===== config.mk =====
export PLATFORM = sky130hd
export DESIGN_NAME = scsi_bus_regs
export DESIGN_NICKNAME = d
export VERILOG_FILES = /design/src/rtl/scsi_bus_regs.sv
export SDC_FILE = /design/constraint.sdc
export NUM_CORES = 1
export LEC_CHECK = 0
export BUFFER_PORTS_ARGS = -buffer_cell sky130_fd_sc_hd__buf_2
export CAP_MARGIN = 15
export CELL_PAD_IN_SITES_DETAIL_PLACEMENT = 1
export CELL_PAD_IN_SITES_GLOBAL_PLACEMENT = 1
export CORE_UTILIZATION = 37
export CTS_CLUSTER_SIZE = 30
export DETAILED_ROUTE_END_ITERATION = 16
export GPL_TIMING_DRIVEN = 0
export PLACE_DENSITY_LB_ADDON = 0.25
export SLEW_MARGIN = 20
export SYNTH_ARGS = -nofsm -noshare
export SYNTH_HDL_FRONTEND = slang
export SYNTH_SLANG_ARGS = --single-unit

===== constraint.sdc =====
create_clock -name clk -period 1.6 [get_ports clk]
set_input_delay 0.4 -clock clk [delete_from_list [all_inputs] [get_ports clk]]
set_output_delay 0.4 -clock clk [all_outputs]
set_load 0.01 [all_outputs]

===== src/rtl/scsi_bus_regs.sv =====
module scsi_bus_regs #(
  parameter int DW          = 8,
  parameter int SYNC_STAGES = 2
) (
  input  logic          clk,
  input  logic          rst_n,
  input  logic [2:0]    host_addr,
  input  logic          host_wr,
  input  logic          host_rd,
  input  logic [DW-1:0] host_wdata,
  output logic [DW-1:0] host_rdata,
  input  logic [DW-1:0] bus_data_in,
  input  logic          bus_dbp_in,
  input  logic          bus_rst_in,
  input  logic          bus_bsy_in,
  input  logic          bus_req_in,
  input  logic          bus_msg_in,
  input  logic          bus_cd_in,
  input  logic          bus_io_in,
  input  logic          bus_sel_in,
  input  logic          bus_atn_in,
  input  logic          bus_ack_in,
  input  logic          arb_in_prog,
  input  logic          arb_lost,
  input  logic          last_byte_sent,
  input  logic          dma_end,
  input  logic          dma_drq,
  output logic [DW-1:0] drv_data,
  output logic          drv_rst,
  output logic          drv_bsy,
  output logic          drv_sel,
  output logic          drv_atn,
  output logic          drv_ack,
  output logic          drv_req,
  output logic          drv_msg,
  output logic          drv_cd,
  output logic          drv_io,
  output logic          diff_en,
  output logic [7:0]    ctrl_mode,
  output logic          start_dma_send,
  output logic          start_tgt_recv,
  output logic          start_ini_recv,
  output logic          irq
);

  localparam int NCTL = 10;
  localparam int IW   = DW + NCTL;
  localparam int I_ACK = 0, I_ATN = 1, I_SEL = 2, I_IO = 3, I_CD = 4,
                 I_MSG = 5, I_REQ = 6, I_BSY = 7, I_RST = 8, I_DBP = 9;

  logic [SYNC_STAGES-1:0][IW-1:0] sync_q;
  logic [IW-1:0] bus_vec, bus_s;

  logic [DW-1:0] out_data_q, in_data_q, sel_mask_q;
  logic [7:0]    ctl_q, mode_q;
  logic [3:0]    phase_q;
  logic          tristate_q, diff_q;
  logic          req_prev_q, ack_prev_q, bsy_prev_q, eop_prev_q;
  logic          par_err_q, busy_err_q, irq_q;

  assign bus_vec = {bus_data_in, bus_dbp_in, bus_rst_in, bus_bsy_in, bus_req_in,
                    bus_msg_in, bus_cd_in, bus_io_in, bus_sel_in, bus_atn_in, bus_ack_in};

  always_ff @(posedge clk) begin
    if (!rst_n) sync_q <= '0;
    else begin
      sync_q[0] <= bus_vec;
      for (int i = 1; i < SYNC_STAGES; i++) sync_q[i] <= sync_q[i-1];
    end
  end
  assign bus_s = sync_q[SYNC_STAGES-1];

  logic [DW-1:0] data_s;
  logic rst_s, bsy_s, req_s, msg_s, cd_s, io_s, sel_s, atn_s, ack_s, dbp_s;
  assign data_s = bus_s[IW-1:NCTL];
  assign dbp_s  = bus_s[I_DBP];
  assign rst_s  = bus_s[I_RST];
  assign bsy_s  = bus_s[I_BSY];
  assign req_s  = bus_s[I_REQ];
  assign msg_s  = bus_s[I_MSG];
  assign cd_s   = bus_s[I_CD];
  assign io_s   = bus_s[I_IO];
  assign sel_s  = bus_s[I_SEL];
  assign atn_s  = bus_s[I_ATN];
  assign ack_s  = bus_s[I_ACK];

  logic tgt_mode, phase_match;
  assign tgt_mode    = mode_q[6];
  assign phase_match = ({msg_s, cd_s, io_s} == phase_q[2:0]);

  logic wr0, wr1, wr2, wr3, wr4, rd7;
  assign wr0 = host_wr && host_addr == 3'd0;
  assign wr1 = host_wr && host_addr == 3'd1;
  assign wr2 = host_wr && host_addr == 3'd2;
  assign wr3 = host_wr && host_addr == 3'd3;
  assign wr4 = host_wr && host_addr == 3'd4;
  assign rd7 = host_rd && host_addr == 3'd7;

  assign start_dma_send = host_wr && host_addr == 3'd5;
  assign start_tgt_recv = host_wr && host_addr == 3'd6;
  assign start_ini_recv = host_wr && host_addr == 3'd7;

  always_ff @(posedge clk) begin
    if (!rst_n) begin
      out_data_q <= '0;
      sel_mask_q <= '0;
      ctl_q      <= '0;
      mode_q     <= '0;
      phase_q    <= '0;
      tristate_q <= 1'b0;
      diff_q     <= 1'b0;
    end else begin
      if (wr0) out_data_q <= host_wdata;
      if (wr1) begin
        ctl_q      <= {host_wdata[7], 2'b00, host_wdata[4:0]};
        tristate_q <= host_wdata[6];
        diff_q     <= host_wdata[5];
      end
      if (wr2) mode_q     <= host_wdata[7:0];
      if (wr3) phase_q    <= host_wdata[3:0];
      if (wr4) sel_mask_q <= host_wdata;
    end
  end

  logic drv_on, data_drive;
  assign drv_on     = !tristate_q;
  assign data_drive = drv_on && (mode_q[0] || (ctl_q[0] && phase_match));

  assign drv_data = data_drive ? out_data_q : '0;
  assign drv_rst  = drv_on && ctl_q[7];
  assign drv_bsy  = drv_on && ctl_q[3];
  assign drv_sel  = drv_on && ctl_q[2];
  assign drv_atn  = drv_on && ctl_q[1];
  assign drv_ack  = drv_on && ctl_q[4] && !tgt_mode;
  assign drv_req  = drv_on && tgt_mode && phase_q[3];
  assign drv_msg  = drv_on && tgt_mode && phase_q[2];
  assign drv_cd   = drv_on && tgt_mode && phase_q[1];
  assign drv_io   = drv_on && tgt_mode && phase_q[0];
  assign diff_en  = diff_q;
  assign ctrl_mode = mode_q;

  logic latch_evt, bad_par, par_evt, busy_evt, eop_evt, sel_evt, set_any;
  assign latch_evt = tgt_mode ? (ack_prev_q && !ack_s) : (req_prev_q && !req_s);
  assign bad_par   = !(^{data_s, dbp_s});
  assign par_evt   = latch_evt && mode_q[5] && bad_par;
  assign busy_evt  = mode_q[2] && bsy_prev_q && !bsy_s;
  assign eop_evt   = mode_q[3] && dma_end && !eop_prev_q;
  assign sel_evt   = !bsy_s && sel_s && |(data_s & sel_mask_q);
  assign set_any   = sel_evt || (par_evt && mode_q[4]) || busy_evt || eop_evt;

  always_ff @(posedge clk) begin
    if (!rst_n) begin
      req_prev_q <= 1'b0;
      ack_prev_q <= 1'b0;
      bsy_prev_q <= 1'b0;
      eop_prev_q <= 1'b0;
      in_data_q  <= '0;
      par_err_q  <= 1'b0;
      busy_err_q <= 1'b0;
      irq_q      <= 1'b0;
    end else begin
      req_prev_q <= req_s;
      ack_prev_q <= ack_s;
      bsy_prev_q <= bsy_s;
      eop_prev_q <= dma_end;
      if (latch_evt) in_data_q <= data_s;
      if (par_evt)       par_err_q  <= 1'b1;
      else if (rd7)      par_err_q  <= 1'b0;
      if (busy_evt)      busy_err_q <= 1'b1;
      else if (rd7)      busy_err_q <= 1'b0;
      if (set_any)       irq_q      <= 1'b1;
      else if (rd7)      irq_q      <= 1'b0;
    end
  end
  assign irq = irq_q;

  always_comb begin
    case (host_addr)
      3'd0: host_rdata = data_s;
      3'd1: host_rdata = {ctl_q[7], arb_in_prog, arb_lost, ctl_q[4:0]};
      3'd2: host_rdata = mode_q;
      3'd3: host_rdata = {last_byte_sent, 3'b000, phase_q};
      3'd4: host_rdata = {rst_s, bsy_s, req_s, msg_s, cd_s, io_s, sel_s, dbp_s};
      3'd5: host_rdata = {dma_end, dma_drq, par_err_q, irq_q, phase_match,
                          busy_err_q, atn_s, ack_s};
      3'd6: host_rdata = in_data_q;
      default: host_rdata = '0;
    endcase
  end

  AST_TRISTATE_QUIET: assert property (@(posedge clk) disable iff (!rst_n)
    $past(host_wr && host_addr == 3'd1 && host_wdata[6]) |->
      (drv_data == '0 && !drv_rst && !drv_bsy && !drv_sel && !drv_atn && !drv_ack));
  AST_TARGET_ONLY: assert property (@(posedge clk) disable iff (!rst_n)
    (drv_req || drv_msg || drv_cd || drv_io) |-> ctrl_mode[6]);
  AST_DATA_GATE: assert property (@(posedge clk) disable iff (!rst_n)
    (drv_data != '0) |-> (ctrl_mode[0] || ctl_q[0]));
  AST_BUSY_CAUSE: assert property (@(posedge clk) disable iff (!rst_n)
    $rose(busy_err_q) |-> $past(ctrl_mode[2]));
  AST_IRQ_CLEAR: assert property (@(posedge clk) disable iff (!rst_n)
    (rd7 && !set_any) |=> !irq);
  AST_START_NO_REG: assert property (@(posedge clk) disable iff (!rst_n)
    (start_dma_send || start_tgt_recv || start_ini_recv) |=>
      ($stable(ctrl_mode) && $stable(ctl_q) && $stable(phase_q)));

endmodule


==> results of run 1 <==
[timing repair]
action | in CTS | in global routing
gates resized for setup | 66 | 37
endpoints found under the setup margin | 23 | 32
cloned | 1 | 0
pin swaps | 15 | 19
buffers inserted | 15 | 3
[area by class of cell]
cell class	count	area, um^2	share of cell area [%]
Sequential cell	87	1790	36.6
Multi-Input combinational cell	272	1950	39.9
Clock inverter	6	67.6	1.38
Buffer	17	158	3.22
Clock buffer	10	138	2.81
Timing Repair Buffer	90	599	12.3
Tap cell	129	161	3.30
Inverter	5	23.8	0.486
[cell usage in the layout, fill, tap and decap left out, types with 3 or more instances in the layout]
cell type / n
nand4_1: 3
nor2_1: 27
dfxtp_1: 67
mux4_2: 5
nor2_2: 3
and2_1: 44
buf_12: 4
nor2b_4: 3
o21ai_2: 4
dfxtp_2: 10
nand2_1: 58
nand2_2: 3
nor3b_2: 3
buf_2: 63
and2_4: 8
nor2b_1: 6
xnor2_4: 3
clkbuf_1: 8
a21oi_2: 3
mux2i_1: 26
nand3b_1: 3
dfxtp_4: 10
buf_6: 15
buf_4: 14
nand3_1: 3
a21oi_1: 27
a22oi_1: 6
clkbuf_8: 10
[worst min-delay path by stage]
stage	start	end	cells past startpoint
final	bus_msg_in	sync_q[5]$_SDFF_PN0_	2
after detailed placement	sync_q[13]$_SDFF_PN0_	bus_s[13]$_SDFF_PN0_	1
after global placement	sync_q[6]$_SDFF_PN0_	bus_s[6]$_SDFF_PN0_	1
after CTS	bus_data_in[5]	sync_q[15]$_SDFF_PN0_	2
after global routing	bus_sel_in	sync_q[2]$_SDFF_PN0_	2
after floorplan	sync_q[0]$_SDFF_PN0_	bus_s[0]$_SDFF_PN0_	1
[kinds of logic (layout without fill, tap and decap cells)]
logic type | count (synthesis) | after routing | synth area share (%)
simple gates | 175 | 175 | 24.8
flops | 87 | 87 | 48.3
compound gates | 54 | 54 | 9.13
mux | 35 | 35 | 11.7
buf+inv | 22 | 128 | 3.37
xor+xnor | 8 | 8 | 2.71
[where the power goes]
part	internal, mW	switching [mW]
clock	0.770	0.842
sequential	2.22	0.0499
combinational	0.234	0.251
total	3.22	1.14
[routing by layer]
| metal | GRT usage, % | routed length, um |
|---|---|---|
| met5 | 0 | 0 |
| met2 | 40.8 | 5670 |
| met3 | 2.91 | 701 |
| met1 | 28.3 | 4740 |
| met4 | 10.5 | 227 |
[per-stage QoR]
| step | std cells | power, mW |
|---|---|---|
| after floorplan | 381 | 2.55 |
| after global placement | 581 | 2.71 |
| after detailed placement | 581 | 2.72 |
| after CTS | 613 | 4.36 |
| after global routing | 616 | 4.52 |
| final | 616 | 4.37 |
[state kept, by name, summed over array words and instances, names as in the netlist]
signal,flops
ack_prev_q,1
bsy_prev_q,1
bus_s,18
busy_err_q,1
ctl_q,6
ctrl_mode,8
diff_en,1
eop_prev_q,1
in_data_q,8
irq,1
out_data_q,8
par_err_q,1
phase_q,4
req_prev_q,1
sel_mask_q,8
sync_q,18
tristate_q,1
[critical path: cells and delay by family, from the launching register on]
kind	cells	cell delay (ns)
AO/OA/AOI/OAI	1	0.15
XOR/XNOR	1	0.18
buffers and inverters	2	0.23
flip-flops	1	0.37
AND/OR/NAND/NOR	2	0.25
==> metrics.yaml, run 1 <==
outcome:
  status: "finished, violations left"
  violations: "setup timing"
logic_synthesis:
  yosysUniqueCellTypes: 41
  yosysTopAreaCellShare_pct: 48.3
  synth_cells: 381
  yosys_warnings: 0
  yosysMostFrequentCell: "dfxtp_1"
  ys_seq_area_share_pct: 48.3
  netlist.top_cell.by_area: "dfxtp_1"
  synth-edff-count: 0
  synthesis.area_mm2: 0.00361
  ys_ff_latch: 87
  synth_async_sr_flop_share_pct: 0
  yosys_most_used_dff: "dfxtp_1"
  syn_avg_cell_area_um2: 9.46
  synthTopCellsByCount: "dfxtp_1 (87), nand2_1 (61), and2_1 (52)"
  syn-num-nets: 419
  synth_area_leaders: "dfxtp_1 (48%), and2_1 (9.0%), mux2i_1 (7.5%)"
clock_network:
  cts_max_level: 3
  cts_buffers: 9
  clock-sinks: 87
  cts_tree: "yes"
  worstSkewPairLatency_ns: 0.37
  cts_root_buffer: "clkbuf_8"
  clockBufferDepth: 2
  clk_pin_slew_ns: 0.09
  postCtsHoldBufs: 0
drt:
  drtIter0Drc: 141
  drt_pass1_iterations: 4
  ant_nets: 0
  viasPerCell: 5.07
  drcViolationCount: 0
  post_drt_wl_per_cell_um: 18.4
  vias: 3126
  wl_um: 11300
setup_path:
  crit_end: "drv_data[3]"
  critPathLaunchType: "flop"
  reg2reg_depth: 5
  crit_type: "reg -> out"
  path_cells: "xnor2_4 > a41oi_2 > nor2_2 > buf_6 > and2_4 > buf_6"
  reg2reg_slack_ns: 0.01
  crit_required_ns: 1.20
  crit_top_cell: "buf_6"
  crit_start: "bus_s[3]$_SDFF_PN0_"
  slowest_stage: "dfxtp_4"
  r2r-end: "irq$_SDFFE_PN0P_"
  r2r-start: "bus_s[16]$_SDFF_PN0_"
  cp.arrival_ns: 1.56
  max_stage_delay_ns: 0.37
  crit_fanout: 8
  worstSetupEndpointType: "output pin"
worst_hold_path:
  hp-class: "in -> reg"
global_route:
  grt_pass1_vias: 3107
  grt_max_degree: 16
  antenna_found_initial: 0
  overflow: 0
  grt_pass1_wl_um: 17100
  grt_usage_pct: 23.2
timing:
  slew_violations: 0
  rsz0062_at_grt: "true"
  setup_viol: 20
  worst_hold_slack_ns: 0.235
  min_period_ns: 1.96
  slew-limit-headroom_pct: 58.9
  finalHoldViolations: 0
  tightest_slew_ns: 0.616
  tns_ns: -5.09
  max_freq_ghz: 0.511
  clock_skew_ns: 0.0136
  fin_crit_sh_pct: 122
  layout_setup_ws_ns: -0.359
finish:
  fin_util_pct: 52.4
  syn2layout_area_growth_pct: 35.6
  diodes: 0
  fillers: 1089
  drive_gt1_share_pct: 39.4
  final_area_mm2: 0.00489
  layout.nets: 520
floorplanning:
  start_util_pct: 38.7
  fp.dieH_um: 101
  num_io_pins: 76
  coreArea_mm2: 0.00933
  dieArea_mm2: 0.0101
  rows: 35
  die_width_um: 101
pwr:
  p_per_area_mw_per_mm2: 893
  ir_drop_uv: 558
  p_leak_nw: 2.07
place:
  gp_congestion: 0.823
  io_buffers: 71
  place_ws_ns: -0.402
  dpl_cell_area_mm2: 0.00416
  dpl.hpwl_um: 7830
run:
  maxCapViolations: 0
No activity file was read; power rests on OpenSTA's default activity.
==> inputs of run 2 (changes only) <==
Settings changed: CORE_UTILIZATION 37 to 38, CTS_BUF_LIST from default to sky130_fd_sc_hd__clkbuf_8, TNS_END_PERCENT from default to 1.
==> run 2 against run 1 <==
The flow still finishes with violations (setup timing). Global-route usage decreased by 0.64 points. Register-to-register slack better by 0.08 ns. Clock power is essentially flat. Final cell count decreased by 5.8%. Routed wire length is 6.8% lower. Utilization down 2.7 points. Via count down 4.0%. Sequential share of layout area grew 2.0 points. Maximum frequency down 0.44%. Power fell by 1.5%. Critical endpoint is now drv_data[1]. Highest routed layer unchanged.
==> metrics.yaml, run 2 (synthesis results as in run 1) <==
finish:
  diodes: 0  # unchanged
  final_common_cell: "dfxtp_1"  # unchanged
  final_area_mm2: 0.00458  # was 0.00489 mm^2
  layout.nets: 502  # was 520
  drive_gt1_share_pct: 34.3  # was 39.4%
  fin_util_pct: 49.8  # was 52.4%
  final_cell_mix: "dfxtp_1 (68), buf_2 (63), nand2_1 (60)"  # was dfxtp_1 (67), buf_2 (63), nand2_1 (58)
  syn2layout_area_growth_pct: 27.0  # was 35.6%
timing:
  slew_violations: 0  # unchanged
  clock_skew_ns: 0.00942  # was 0.0136 ns
  tightest_slew_ns: 0.626  # was 0.616 ns
  worst_hold_slack_ns: 0.240  # was 0.235 ns
  fin_crit_sh_pct: 123  # was 122%
  finalHoldViolations: 0  # unchanged
  max_freq_ghz: 0.508  # was 0.511 GHz
  slew-limit-headroom_pct: 58.3  # was 58.9%
  setup_viol: 16  # was 20
  layout_setup_ws_ns: -0.367  # was -0.359 ns
  min_period_ns: 1.97  # was 1.96 ns
  rsz0062_at_grt: "true"  # unchanged
  tns_ns: -5.03  # was -5.09 ns
place:
  io_buffers: 71  # unchanged
  dpl_cell_area_mm2: 0.00413  # was 0.00416 mm^2
  place_ws_ns: -0.375  # was -0.402 ns
  dpl.hpwl_um: 7710  # was 7830 um
  gp_congestion: 0.858  # was 0.823
setup_path:
  crit_type: "reg -> out"  # unchanged
  crit_fanout: 8  # unchanged
  crit_required_ns: 1.20  # about the same
  cp.arrival_ns: 1.57  # was 1.56 ns
  worstSetupEndpointType: "output pin"  # unchanged
  critPathLaunchType: "flop"  # unchanged
floorplanning:
  dieArea_mm2: 0.00988  # was 0.0101 mm^2
  die_width_um: 99.4  # was 101 um
  fp.dieH_um: 99.4  # was 101 um
  num_io_pins: 76  # unchanged
  start_util_pct: 39.2  # was 38.7%
  rows: 35  # unchanged
  coreArea_mm2: 0.00920  # was 0.00933 mm^2
clock_network:
  cts_tree: "yes"  # unchanged
  cts_buffers: 9  # unchanged
  clk_pin_slew_ns: 0.09  # about the same
  cts_root_buffer: "clkbuf_8"  # unchanged
  clockBufferDepth: 2  # unchanged
  cts_max_level: 3  # unchanged
  worstSkewPairLatency_ns: 0.36  # was 0.37 ns
  clock-sinks: 87  # unchanged
drt:
  viasPerCell: 5.18  # was 5.07
  post_drt_wl_per_cell_um: 18.2  # was 18.4 um
  vias: 3002  # was 3126
  drtIter0Drc: 160  # was 141
  wl_um: 10600  # was 11300 um
  drt_pass1_iterations: 4  # unchanged
  ant_nets: 0  # unchanged
  drcViolationCount: 0  # unchanged
global_route:
  overflow: 0  # unchanged
  grt_max_degree: 16  # unchanged
  antenna_found_initial: 0  # unchanged
  grt_pass1_vias: 3099  # was 3107
  grt_usage_pct: 22.6  # was 23.2%
  grt_pass1_wl_um: 16700  # was 17100 um
pwr:
  ir_drop_uv: 453  # was 558 uV
  p_leak_nw: 1.95  # was 2.07 nW
  p_per_area_mw_per_mm2: 940  # was 893 mW/mm^2
outcome:
  violations: "setup timing"  # unchanged
  status: "finished, violations left"  # unchanged
run:
  maxCapViolations: 0  # unchanged
worst_hold_path:
  hp-class: "in -> reg"  # unchanged
==> run 2: cell count changes in the layout (fill, tap and decap cells not counted), moves of 3 or more <==
cell	before	now
buf_4	14	0
dfxtp_4	10	2
dfxtp_2	10	17
buf_6	15	11
o21ai_2	4	1
xnor2_2	0	3
xnor2_4	3	0
==> run 2: path summary, 6_finish.rpt <==
path	start	end	slack, ns	cells after the start
worst max-delay path	bus_s[3]$_SDFF_PN0_	drv_data[1]	-0.37	6
worst min-delay path	bus_io_in	sync_q[3]$_SDFF_PN0_	0.24	2
worst max register to register	bus_s[16]$_SDFF_PN0_	irq$_SDFFE_PN0P_	0.09	4
worst min register to register	sync_q[0]$_SDFF_PN0_	bus_s[0]$_SDFF_PN0_	0.44	1
==> run 2: repair_timing <==
action,in CTS,in global routing
setup endpoints to repair,21,24
endpoints found under the hold margin,0,0
pin swaps,4,15
setup buffers,1,0
gates resized for setup,33,41
hold buffers,0,0
==> run 2: final cells by class <==
| cell class | count | area (um^2) |
|---|---|---|
| timing repair buffer | 72 | 417 |
| sequential | 87 | 1770 |
| clock inverter | 6 | 67.6 |
| buffer | 17 | 158 |
| multi-input combinational | 272 | 1870 |
| inverter | 5 | 21.3 |
| fill | 1059 | 4620 |
| clock buffer | 10 | 138 |
| tap | 111 | 139 |
==> run 2: power breakdown <==
group          internal (mW)  switching, mW  total, mW
logic                  0.195          0.229      0.424
clock network          0.779          0.816       1.60
registers               2.23         0.0525       2.28
==> run 2: critical path: stages, from the launching register on <==
cell	delay (ns)
dfxtp_2	0.35
xnor2_2	0.19
a41oi_2	0.16
nor2_2	0.13
buf_6	0.14
and2_4	0.14
buf_6	0.09
==> run 2: routing by layer <==
layer  up-vias  track usage, %  wire (um)
met5         -               0          0
met4         0            7.24        158
li1       1444               -          -
met3        14            5.20        631
met2       110            38.5       5120
met1      1434            28.3       4660
==> run 2: stage by stage <==
stage	power, mW	std cells
after detailed placement	2.72	563
after CTS	4.31	580
after global routing	4.48	580
final	4.30	580
after global placement	2.71	563
after floorplan	2.55	381
